`src/rtl/sio_cfg_pkg.sv`:
```
package sio_cfg_pkg;

    // Indexed register numbers
    localparam logic [7:0] IDX_EXIT     = 8'h02;
    localparam logic [7:0] IDX_LDN      = 8'h07;
    localparam logic [7:0] IDX_ID_HI    = 8'h20;
    localparam logic [7:0] IDX_ID_LO    = 8'h21;
    localparam logic [7:0] IDX_FCTL     = 8'h24;
    localparam logic [7:0] IDX_FBASE_HI = 8'h64;
    localparam logic [7:0] IDX_FBASE_LO = 8'h65;

    // Exit command value and the fixed part of the unlock key
    localparam logic [7:0] EXIT_CMD  = 8'h02;
    localparam logic [7:0] KEY_B0    = 8'h87;
    localparam logic [7:0] KEY_B1    = 8'h01;
    localparam logic [7:0] KEY_B2    = 8'h55;

    typedef enum logic [1:0] {
        KS_IDLE = 2'd0,
        KS_GOT1 = 2'd1,
        KS_GOT2 = 2'd2,
        KS_GOT3 = 2'd3
    } key_step_e;

endpackage

```
`src/rtl/sio_key_fsm.sv`:
```
module sio_key_fsm
    import sio_cfg_pkg::*;
#(
    parameter logic [7:0] KEY_LAST = 8'h55
) (
    input  logic       clk,
    input  logic       rst_n,
    input  logic       key_wr,
    input  logic [7:0] key_byte,
    input  logic       relock,
    output logic       unlocked
);

    typedef struct packed {
        key_step_e step;
        logic      open;
    } key_state_t;

    key_state_t st_d, st_q;
    key_step_e  restart;

    // A byte that breaks the sequence may itself be a first key byte
    assign restart = (key_byte == KEY_B0) ? KS_GOT1 : KS_IDLE;

    always_comb begin
        st_d = st_q;
        if (relock) begin
            st_d.step = KS_IDLE;
            st_d.open = 1'b0;
        end else if (!st_q.open && key_wr) begin
            unique case (st_q.step)
                KS_IDLE: st_d.step = restart;
                KS_GOT1: st_d.step = (key_byte == KEY_B1) ? KS_GOT2 : restart;
                KS_GOT2: st_d.step = (key_byte == KEY_B2) ? KS_GOT3 : restart;
                KS_GOT3: begin
                    if (key_byte == KEY_LAST) begin
                        st_d.open = 1'b1;
                        st_d.step = KS_IDLE;
                    end else begin
                        st_d.step = restart;
                    end
                end
                default: st_d.step = KS_IDLE;
            endcase
        end
    end

    always_ff @(posedge clk) begin
        if (!rst_n) begin
            st_q <= '{step: KS_IDLE, open: 1'b0};
        end else begin
            st_q <= st_d;
        end
    end

    assign unlocked = st_q.open;

    // a stray 0x87 while locked always leaves the detector at step two
    assert_restart_step_R4: assert property (@(posedge clk) disable iff (!rst_n)
        (!st_q.open && key_wr && !relock && key_byte == KEY_B0) |=> (st_q.step == KS_GOT1));

endmodule

```
`src/rtl/sio_cfg_regs.sv`:
```
module sio_cfg_regs
    import sio_cfg_pkg::*;
#(
    parameter logic [15:0] CHIP_ID   = 16'h8716,
    parameter int          NUM_LDN   = 8,
    parameter int          FLASH_LDN = 7,
    parameter logic [7:0]  FCTL_MASK = 8'h3E
) (
    input  logic        clk,
    input  logic        rst_n,
    input  logic        unlocked_i,
    input  logic        idx_wr,
    input  logic        data_wr,
    input  logic [7:0]  wdata,
    output logic [7:0]  index_o,
    output logic [7:0]  rd_data_o,
    output logic        exit_o,
    output logic [15:0] flash_base_o,
    output logic [7:0]  fctl_o
);

    // NUM_LDN must lie in 2..256
    localparam int         LDN_W     = $clog2(NUM_LDN);
    localparam logic [7:0] LDN_LIMIT = 8'(NUM_LDN - 1);

    typedef struct packed {
        logic [7:0]                    idx;
        logic [7:0]                    ldn;
        logic [7:0]                    fctl;
        logic [NUM_LDN-1:0][15:0]      base;
    } cfg_regs_t;

    cfg_regs_t          r_d, r_q;
    logic [LDN_W-1:0]   sel;
    logic               ldn_ok;

    assign sel    = r_q.ldn[LDN_W-1:0];
    assign ldn_ok = (r_q.ldn <= LDN_LIMIT);

    always_comb begin
        r_d = r_q;
        if (unlocked_i) begin
            if (idx_wr) begin
                r_d.idx = wdata;
            end
            if (data_wr) begin
                case (r_q.idx)
                    IDX_LDN:      r_d.ldn  = wdata;
                    IDX_FCTL:     r_d.fctl = wdata & FCTL_MASK;
                    IDX_FBASE_HI: if (ldn_ok) r_d.base[sel][15:8] = wdata;
                    IDX_FBASE_LO: if (ldn_ok) r_d.base[sel][7:0]  = wdata;
                    default: ;
                endcase
            end
        end
    end

    always_ff @(posedge clk) begin
        if (!rst_n) begin
            r_q <= '0;
        end else begin
            r_q <= r_d;
        end
    end

    always_comb begin
        case (r_q.idx)
            IDX_ID_HI:    rd_data_o = CHIP_ID[15:8];
            IDX_ID_LO:    rd_data_o = CHIP_ID[7:0];
            IDX_LDN:      rd_data_o = r_q.ldn;
            IDX_FCTL:     rd_data_o = r_q.fctl;
            IDX_FBASE_HI: rd_data_o = ldn_ok ? r_q.base[sel][15:8] : 8'h00;
            IDX_FBASE_LO: rd_data_o = ldn_ok ? r_q.base[sel][7:0]  : 8'h00;
            default:      rd_data_o = 8'h00;
        endcase
    end

    assign exit_o       = unlocked_i && data_wr && (r_q.idx == IDX_EXIT) && (wdata == EXIT_CMD);
    assign index_o      = r_q.idx;
    assign fctl_o       = r_q.fctl;
    assign flash_base_o = r_q.base[FLASH_LDN];

    // nothing moves while the port is locked
    assert_locked_frozen_R5: assert property (@(posedge clk) disable iff (!rst_n)
        !unlocked_i |=> ($stable(r_q.idx) && $stable(r_q.ldn) && $stable(r_q.fctl) && $stable(r_q.base)));

    // a high-byte write under the flash device lands on the output pins
    assert_flash_base_hi_R7: assert property (@(posedge clk) disable iff (!rst_n)
        (unlocked_i && data_wr && r_q.idx == IDX_FBASE_HI && r_q.ldn == 8'(FLASH_LDN))
        |=> (flash_base_o[15:8] == $past(wdata)));

endmodule

```
`src/rtl/sio_cfg_port.sv`:
```
module sio_cfg_port
    import sio_cfg_pkg::*;
#(
    parameter logic [15:0] BASE_PORT = 16'h002E,
    parameter logic [15:0] CHIP_ID   = 16'h8716,
    parameter int          NUM_LDN   = 8,
    parameter int          FLASH_LDN = 7,
    parameter logic [7:0]  FCTL_MASK = 8'h3E
) (
    input  logic        clk,
    input  logic        rst_n,
    input  logic [15:0] io_addr,
    input  logic        io_wr,
    input  logic        io_rd,
    input  logic [7:0]  io_wdata,
    output logic [7:0]  io_rdata,
    output logic        cfg_unlocked,
    output logic [15:0] flash_io_base,
    output logic [2:0]  flash_seg_en,
    output logic        flash_host_wr_en,
    output logic        flash_pin_alt
);

    localparam logic [15:0] DATA_PORT = BASE_PORT + 16'd1;
    localparam logic [7:0]  KEY_LAST  = (BASE_PORT == 16'h004E) ? 8'hAA : 8'h55;

    logic       hit_idx, hit_data;
    logic       key_wr, idx_wr, data_wr;
    logic       relock;
    logic [7:0] cur_idx, reg_rdata, fctl;

    assign hit_idx  = (io_addr == BASE_PORT);
    assign hit_data = (io_addr == DATA_PORT);
    assign key_wr   = io_wr && hit_idx && !cfg_unlocked;
    assign idx_wr   = io_wr && hit_idx && cfg_unlocked;
    assign data_wr  = io_wr && hit_data && cfg_unlocked;

    sio_key_fsm #(
        .KEY_LAST (KEY_LAST)
    ) u_key (
        .clk      (clk),
        .rst_n    (rst_n),
        .key_wr   (key_wr),
        .key_byte (io_wdata),
        .relock   (relock),
        .unlocked (cfg_unlocked)
    );

    sio_cfg_regs #(
        .CHIP_ID   (CHIP_ID),
        .NUM_LDN   (NUM_LDN),
        .FLASH_LDN (FLASH_LDN),
        .FCTL_MASK (FCTL_MASK)
    ) u_regs (
        .clk          (clk),
        .rst_n        (rst_n),
        .unlocked_i   (cfg_unlocked),
        .idx_wr       (idx_wr),
        .data_wr      (data_wr),
        .wdata        (io_wdata),
        .index_o      (cur_idx),
        .rd_data_o    (reg_rdata),
        .exit_o       (relock),
        .flash_base_o (flash_io_base),
        .fctl_o       (fctl)
    );

    always_comb begin
        io_rdata = 8'hFF;
        if (io_rd && cfg_unlocked) begin
            if (hit_idx) begin
                io_rdata = cur_idx;
            end else if (hit_data) begin
                io_rdata = reg_rdata;
            end
        end
    end

    assign flash_seg_en     = fctl[3:1];
    assign flash_host_wr_en = fctl[4];
    assign flash_pin_alt    = fctl[5];

    // the port only opens on the edge that takes the last key byte
    assert_unlock_on_key_R2: assert property (@(posedge clk) disable iff (!rst_n)
        $rose(cfg_unlocked) |-> $past(io_wr && hit_idx && io_wdata == KEY_LAST));

    // the exit command closes the port at once
    assert_exit_relocks_R9: assert property (@(posedge clk) disable iff (!rst_n)
        (cfg_unlocked && io_wr && hit_data && cur_idx == IDX_EXIT && io_wdata == EXIT_CMD)
        |=> !cfg_unlocked);

endmodule

```
`config.mk`:
```
export PLATFORM = sky130hd
export DESIGN_NAME = sio_cfg_port
export DESIGN_NICKNAME = d
export VERILOG_FILES = /design/src/rtl/sio_cfg_pkg.sv /design/src/rtl/sio_key_fsm.sv /design/src/rtl/sio_cfg_regs.sv /design/src/rtl/sio_cfg_port.sv
export SDC_FILE = /design/constraint.sdc
export NUM_CORES = 1
export LEC_CHECK = 0
export CAP_MARGIN = 0
export CORE_MARGIN = 3
export CORE_UTILIZATION = 58
export DETAILED_ROUTE_END_ITERATION = 8
export DONT_BUFFER_PORTS = 1
export MAX_ROUTING_LAYER = met4
export PLACE_DENSITY = 0.87
export SYNTH_ARGS = -nofsm -noshare
export SYNTH_HDL_FRONTEND = slang
export SYNTH_SLANG_ARGS = --single-unit
export TNS_END_PERCENT = 10
```
`constraint.sdc`:
```
create_clock -name clk -period 2.35 [get_ports clk]
set_input_delay 0.235 -clock clk [delete_from_list [all_inputs] [get_ports clk]]
set_output_delay 0.235 -clock clk [all_outputs]
set_load 0.01 [all_outputs]
```
==> results of run 1 <==
## path summary, 6_finish.rpt
check / from / to / slack [ns] / cells past startpoint
hold reg to reg: u_regs.r_q[18] / u_regs.r_q[18] / 0.46 / 2
setup / recovery: u_regs.r_q[139] / io_rdata[6] / -0.41 / 8
hold / removal: io_wdata[5] / u_regs.index_o[5] / -0.02 / 2
setup reg to reg: u_regs.r_q[143] / u_regs.r_q[10] / 0.08 / 7
## worst register-to-register path, delay by kind of cell, from the launching register on
| kind | cells | cell delay, ns |
|---|---|---|
| buffers and inverters | 2 | 0.41 |
| DFF | 1 | 0.31 |
| muxes | 1 | 0.22 |
| and+or+nand+nor | 4 | 1.22 |
## cells by family after synthesis
family / share of synthesized area, %
compound gates: 8.724
simple gates: 20.59
buf+inv: 4.982
mux: 25.44
flops: 40.26
## power groups by stage
| stage | clock network [uW] | logic, uW | registers (uW) |
|---|---|---|---|
| floorplan | 0 | 83.1 | 2630 |
| global placement | 0 | 74.0 | 2630 |
| detailed placement | 0 | 75.7 | 2630 |
| CTS | 2860 | 136 | 2570 |
| global route | 2980 | 148 | 2570 |
| finish | 2870 | 145 | 2570 |
## per-layer routing
layer	part of all wire (%)	up-vias	global-route usage (%)
li1	-	2842	-
met2	46	490	55.46
met4	5.3	0	15.60
met3	11	140	10.13
met5	0	-	-
met1	37	3212	42.70
## placed cells by master (no fill, tap or decap), drive strengths merged, types with 4 or more instances in the layout
master and count:
mux2i 164, nand2 158, dfxtp 152, buf 71, nor2 22, clkbuf 20
mux2 17, o21ai 14, nand4 14, o221ai 13, o22ai 13, nor2b 11
nor3 11, inv 9, a21oi 8, dlygate4sd3 8, nand3 8, nor4 7
a221oi 6, nand4b 5, or2 5, o32a 5, a211oi 5, nand2b 4
a22oi 4, o22a 4, mux4 4, and2 4, or4 4
## metrics by stage
step | utilization (%) | setup WS (ns)
3_3_place_gp | 63.51 | -0.1550
4_1_cts | 69.86 | -0.3676
2_1_floorplan | - | 0.02309
5_1_grt | 70.52 | -0.4527
3_5_place_dp | 63.51 | -0.1580
6_report | 70.52 | -0.4138
## sequential cells by signal (all words and copies together) (netlist names)
register,flops
u_key.st_q,2
u_key.unlocked,1
u_regs.fctl_o,5
u_regs.flash_base_o,16
u_regs.index_o,8
u_regs.r_q,120
## what timing repair did
item	CTS	global route
pin swaps	3	1
setup buffers	0	1
hold endpoints to repair	99	1
hold buffers	9	1
gates resized for setup	14	13
setup endpoints to repair	8	55
## cell type report
class                   instances  share of cell area, %
clock buffers                  20                  4.999
clock inverters                12                  1.848
inverters                       5                 0.2100
multi-input cells             549                  47.79
flip-flops and latches        152                  34.14
well taps                     172                  2.408
repair buffers                 79                  8.611
==> run metrics, run 1 <==
residual DRC count=0; Worst Setup End Kind=primary output; Overflow after GRT=0; Sw Ratio=22.64%; slowest library cell on the worst path=or4_4; # port buffers=0; CTS tree=yes; Final Worst Setup Slack=-0.4138 ns; Max Slew Vio Count=0; First-pass DRT Iterations=5; Tmin final=2.764 ns; HP Class=input port to register; clk buf depth=2; GRT Total Usage=35.42%; Initial Util=59.65%; Max Cap Violations=0; routed vias=6684; largest net degree at the start of global routing=100; Critical Path AT=2.53 ns; pwr/cell area=625.7 nW/um^2; mapped cell area=7558 um^2; Ys Warns=0; worst hold margin=-0.01586 ns; synthesized flop and latch total=152; fillers=862; final instance area=8936 um^2; fraction of layout cells with a size suffix above 1=21.30%; final setup fails=8; Hold Vio Cnt, Final=2; CP peak stage delay=0.52 ns; Clock power frac=51.4%; Setup TNS Final=-2.826 ns; max frequency=0.3618 GHz; Cell variety after synth=62; footprint of the multi-input gates=4270 um^2; # diodes=0; CP startpoint kind=register; Die X=120.2 um; Mean Syn Cell Area=9.740 um^2; number of flops mapped to enable cells by yosys=0; syn_nets=804; Clk Latency, worst-skew pair=0.43 ns; Post-DRT Antenna Nets=0; number of global-route vias before repair=6822; Critical path buffers and inverters=3; failing checks=hold timing, setup timing; hpwl dp=15.65 mm; H-tree lvl count=4; Placer Congestion=1.047; Clock Skew=0.009797 ns; Worst Tran Pin Value=0.9985 ns; Synth Flop Type=dfxtp_1; register area=3050 um^2; Final nets=832; Area after DPL=8048 um^2; antenna violations before repair=0; cell family with most CP delay=simple AND/OR/NAND/NOR gates; Net Sw Power=1266 uW; Synth area leader=dfxtp_1; first-pass GRT wire length=38.16 mm; status=complete, but fails checks; cell with the most instances after synthesis=mux2i_1; async set-reset flop share out of synthesis=0%; DRT iter0 DRCs=874; RSZ-0062 raised after global routing=true; Worst EP required=2.12 ns; area growth from synthesis to layout=18.23%; routed len/inst=25.03 um; WS Path Type=register to primary output; CTS Sinks=152; die height=120.2 um; Pint=4325 uW; Seq pwr share=46.0%; clock root buffer=clkbuf_16; Commonest cells post-synth=mux2i_1 (164), nand2_1 (156), dfxtp_1 (152), clkbuf_1 (38), nor2_1 (22); Core Footprint=12670 um^2; placed cells=946; most frequent CP cell=buf_4; final wirelength=24.75 mm; max_slew headroom=33.27%; period utilization=117.6%; crit-path cells=or4_4, nor3_2, buf_4, nand4_1, buf_6, a2111o_1, a31oi_1, buf_4; leakage power=0.003901 uW; crit-path max FO=8; Worst VDD drop=677.5 uV; total power=5591 uW; CTS Buf Count=17; register area share after synthesis=40.26%; dominant cells by area after synthesis=dfxtp_1 (40%), mux2i_1 (22%), nand2_1 (7.7%), mux2_2 (2.5%), nand4_4 (2.3%); DR vias/cell=6.758; Cell Count, Final, Fillers Out=989; I/O pins=58; die area=14440 um^2; Logic pwr share=2.6%; clock transition at the registers of the reported paths=0.06 ns; Cells after Synth=776; top cell type's share of synthesized area=40.26%; Rows=41
(Power assumes the default switching activity.)
==> run 2, diff against run 1 <==
==> constraint.sdc (replaced) <==
create_clock -name clk -period 2.35 [get_ports clk]
set_input_delay 0.235 -clock clk [delete_from_list [all_inputs] [get_ports clk]]
set_output_delay 0.235 -clock clk [all_outputs]
set_load 0.005 [all_outputs]
==> run metrics, run 2 (synthesis gave the netlist of run 1 again) <==
final setup fails=8; Final Util=71.79%; I/O pins=58; footprint of the multi-input gates=4307 um^2; HP Class=input port to register; first-pass GRT wire length=37.43 mm; area growth from synthesis to layout=20.34%; DR vias/cell=6.646; commonest cells after routing, fill and taps aside=mux2i_1 (164), nand2_1 (156), dfxtp_1 (147), buf_4 (66), nor2_1 (22); pwr/cell area=615.7 nW/um^2; Clock Skew=0.01034 ns; Worst VDD drop=600.3 uV; fillers=835; routed vias=6646; antenna violations before repair=0; Worst EP required=2.12 ns; Worst Tran Pin Value=0.9651 ns; Rows=41; Core Footprint=12670 um^2; crit-path max FO=8; worst hold margin=0.003245 ns; max frequency=0.3741 GHz; Worst Setup End Kind=primary output; # port buffers=0; Max Slew Vio Count=0; register area=3049 um^2; crit-path cells=or4_4, nor3_2, buf_4, nand4_1, buf_6, a221oi_2, buf_4, o32a_1; # diodes=0; RSZ-0062 raised after global routing=true; clock root buffer=clkbuf_16; status=complete, but fails checks; Placer Congestion=1.039; clock transition at the registers of the reported paths=0.06 ns; number of global-route vias before repair=6729; total power=5601 uW; most frequent CP cell=buf_4; Critical Path AT=2.44 ns; largest register by flop count=u_regs.r_q; Initial Util=59.65%; CTS Sinks=152; leakage power=0.003964 uW; DRT iter0 DRCs=1021; Post-DRT Antenna Nets=0; Clk Latency, worst-skew pair=0.44 ns; fraction of layout cells with a size suffix above 1=22.71%; die height=120.2 um; Final Worst Setup Slack=-0.3234 ns; Die X=120.2 um; period utilization=113.8%; final wirelength=24.24 mm; slowest library cell on the worst path=or4_4; largest net degree at the start of global routing=53; routed len/inst=24.24 um; H-tree lvl count=4; Hold Vio Cnt, Final=0; max reg flops=120; residual DRC count=0; CP peak stage delay=0.53 ns; failing checks=setup timing; WS Path Type=register to primary output; Tmin final=2.673 ns; Critical path buffers and inverters=3; pre-CTS WS=-0.01925 ns; Overflow after GRT=0; GRT Total Usage=34.79%; Final nets=843; CP startpoint kind=register; max_slew headroom=35.50%; die area=14440 um^2; cell family with most CP delay=simple AND/OR/NAND/NOR gates; Setup TNS Final=-2.177 ns; commonest non-fill, non-tap cell in the layout=mux2i_1; hpwl dp=15.09 mm; clk buf depth=2; CTS tree=yes; CTS Buf Count=17; First-pass DRT Iterations=6; Max Cap Violations=0
-- run 2: cell types whose count changed in the layout (fill, tap and decap cells not counted), sizes merged --
cell	previous run	this run
clkinvlp	2	3
clkinv	3	2
buf	71	82
-- run 2: worst register-to-register path: stages, from the launching register on --
cell and delay [ns]:
dfxtp_2 0.34, or4_1 0.52, nor4b_2 0.30, buf_4 0.16, and2_1 0.16, buf_12 0.13
nand4_2 0.17, buf_4 0.24, mux2i_1 0.12
-- run 2: what timing repair did --
item	CTS	global route
endpoints found under the hold margin	45	0
setup endpoints to repair	8	84
hold buffers	11	0
cloned	0	0
gates resized for setup	15	15
setup buffers	0	1
pin swaps	3	2
-- run 2: per-stage QoR --
| step | instance area, um^2 | instances |
|---|---|---|
| final | 9096 | 1000 |
| after detailed placement | 8149 | 957 |
| after global placement | 8149 | 957 |
| after floorplan | 7559 | 776 |
| after global routing | 9096 | 1000 |
| after CTS | 8991 | 999 |
-- run 2: final cells by class --
type	instances	share of cell area, %
clock inverter	12	1.802
timing repair buffer	90	9.739
multi-input combinational	549	47.35
tap	172	2.366
sequential	152	33.52
inverter	5	0.2063
clock buffer	20	5.021
-- run 2: worst paths after layout --
check	startpoint	to	slack, ns	cells after the start
min	io_wdata[3]	u_regs.index_o[3]	0.003	2
max	u_regs.r_q[139]	io_rdata[3]	-0.32	8
min reg2reg	u_regs.r_q[46]	u_regs.r_q[46]	0.46	2
max reg2reg	u_regs.r_q[140]	u_regs.r_q[90]	0.04	8
-- run 2: power by group --
| group | internal (uW) | switching [uW] | total, uW |
|---|---|---|---|
| Clock | 1740 | 1140 | 2880 |
| Combinational | 37.2 | 106 | 144 |
| Sequential | 2580 | 0.000214 | 2580 |
| Total | 4350 | 1250 | 5600 |
-- run 2: metal layers --
layer,routed length (um),global-route usage (%),share of wire [%],up-vias
li1,-,-,-,2879
met1,9600,42.35,40,3232
met2,11150,53.14,46,420
met3,2223,8.577,9.2,115
met4,1267,19.11,5.2,0
met5,0,-,0,-
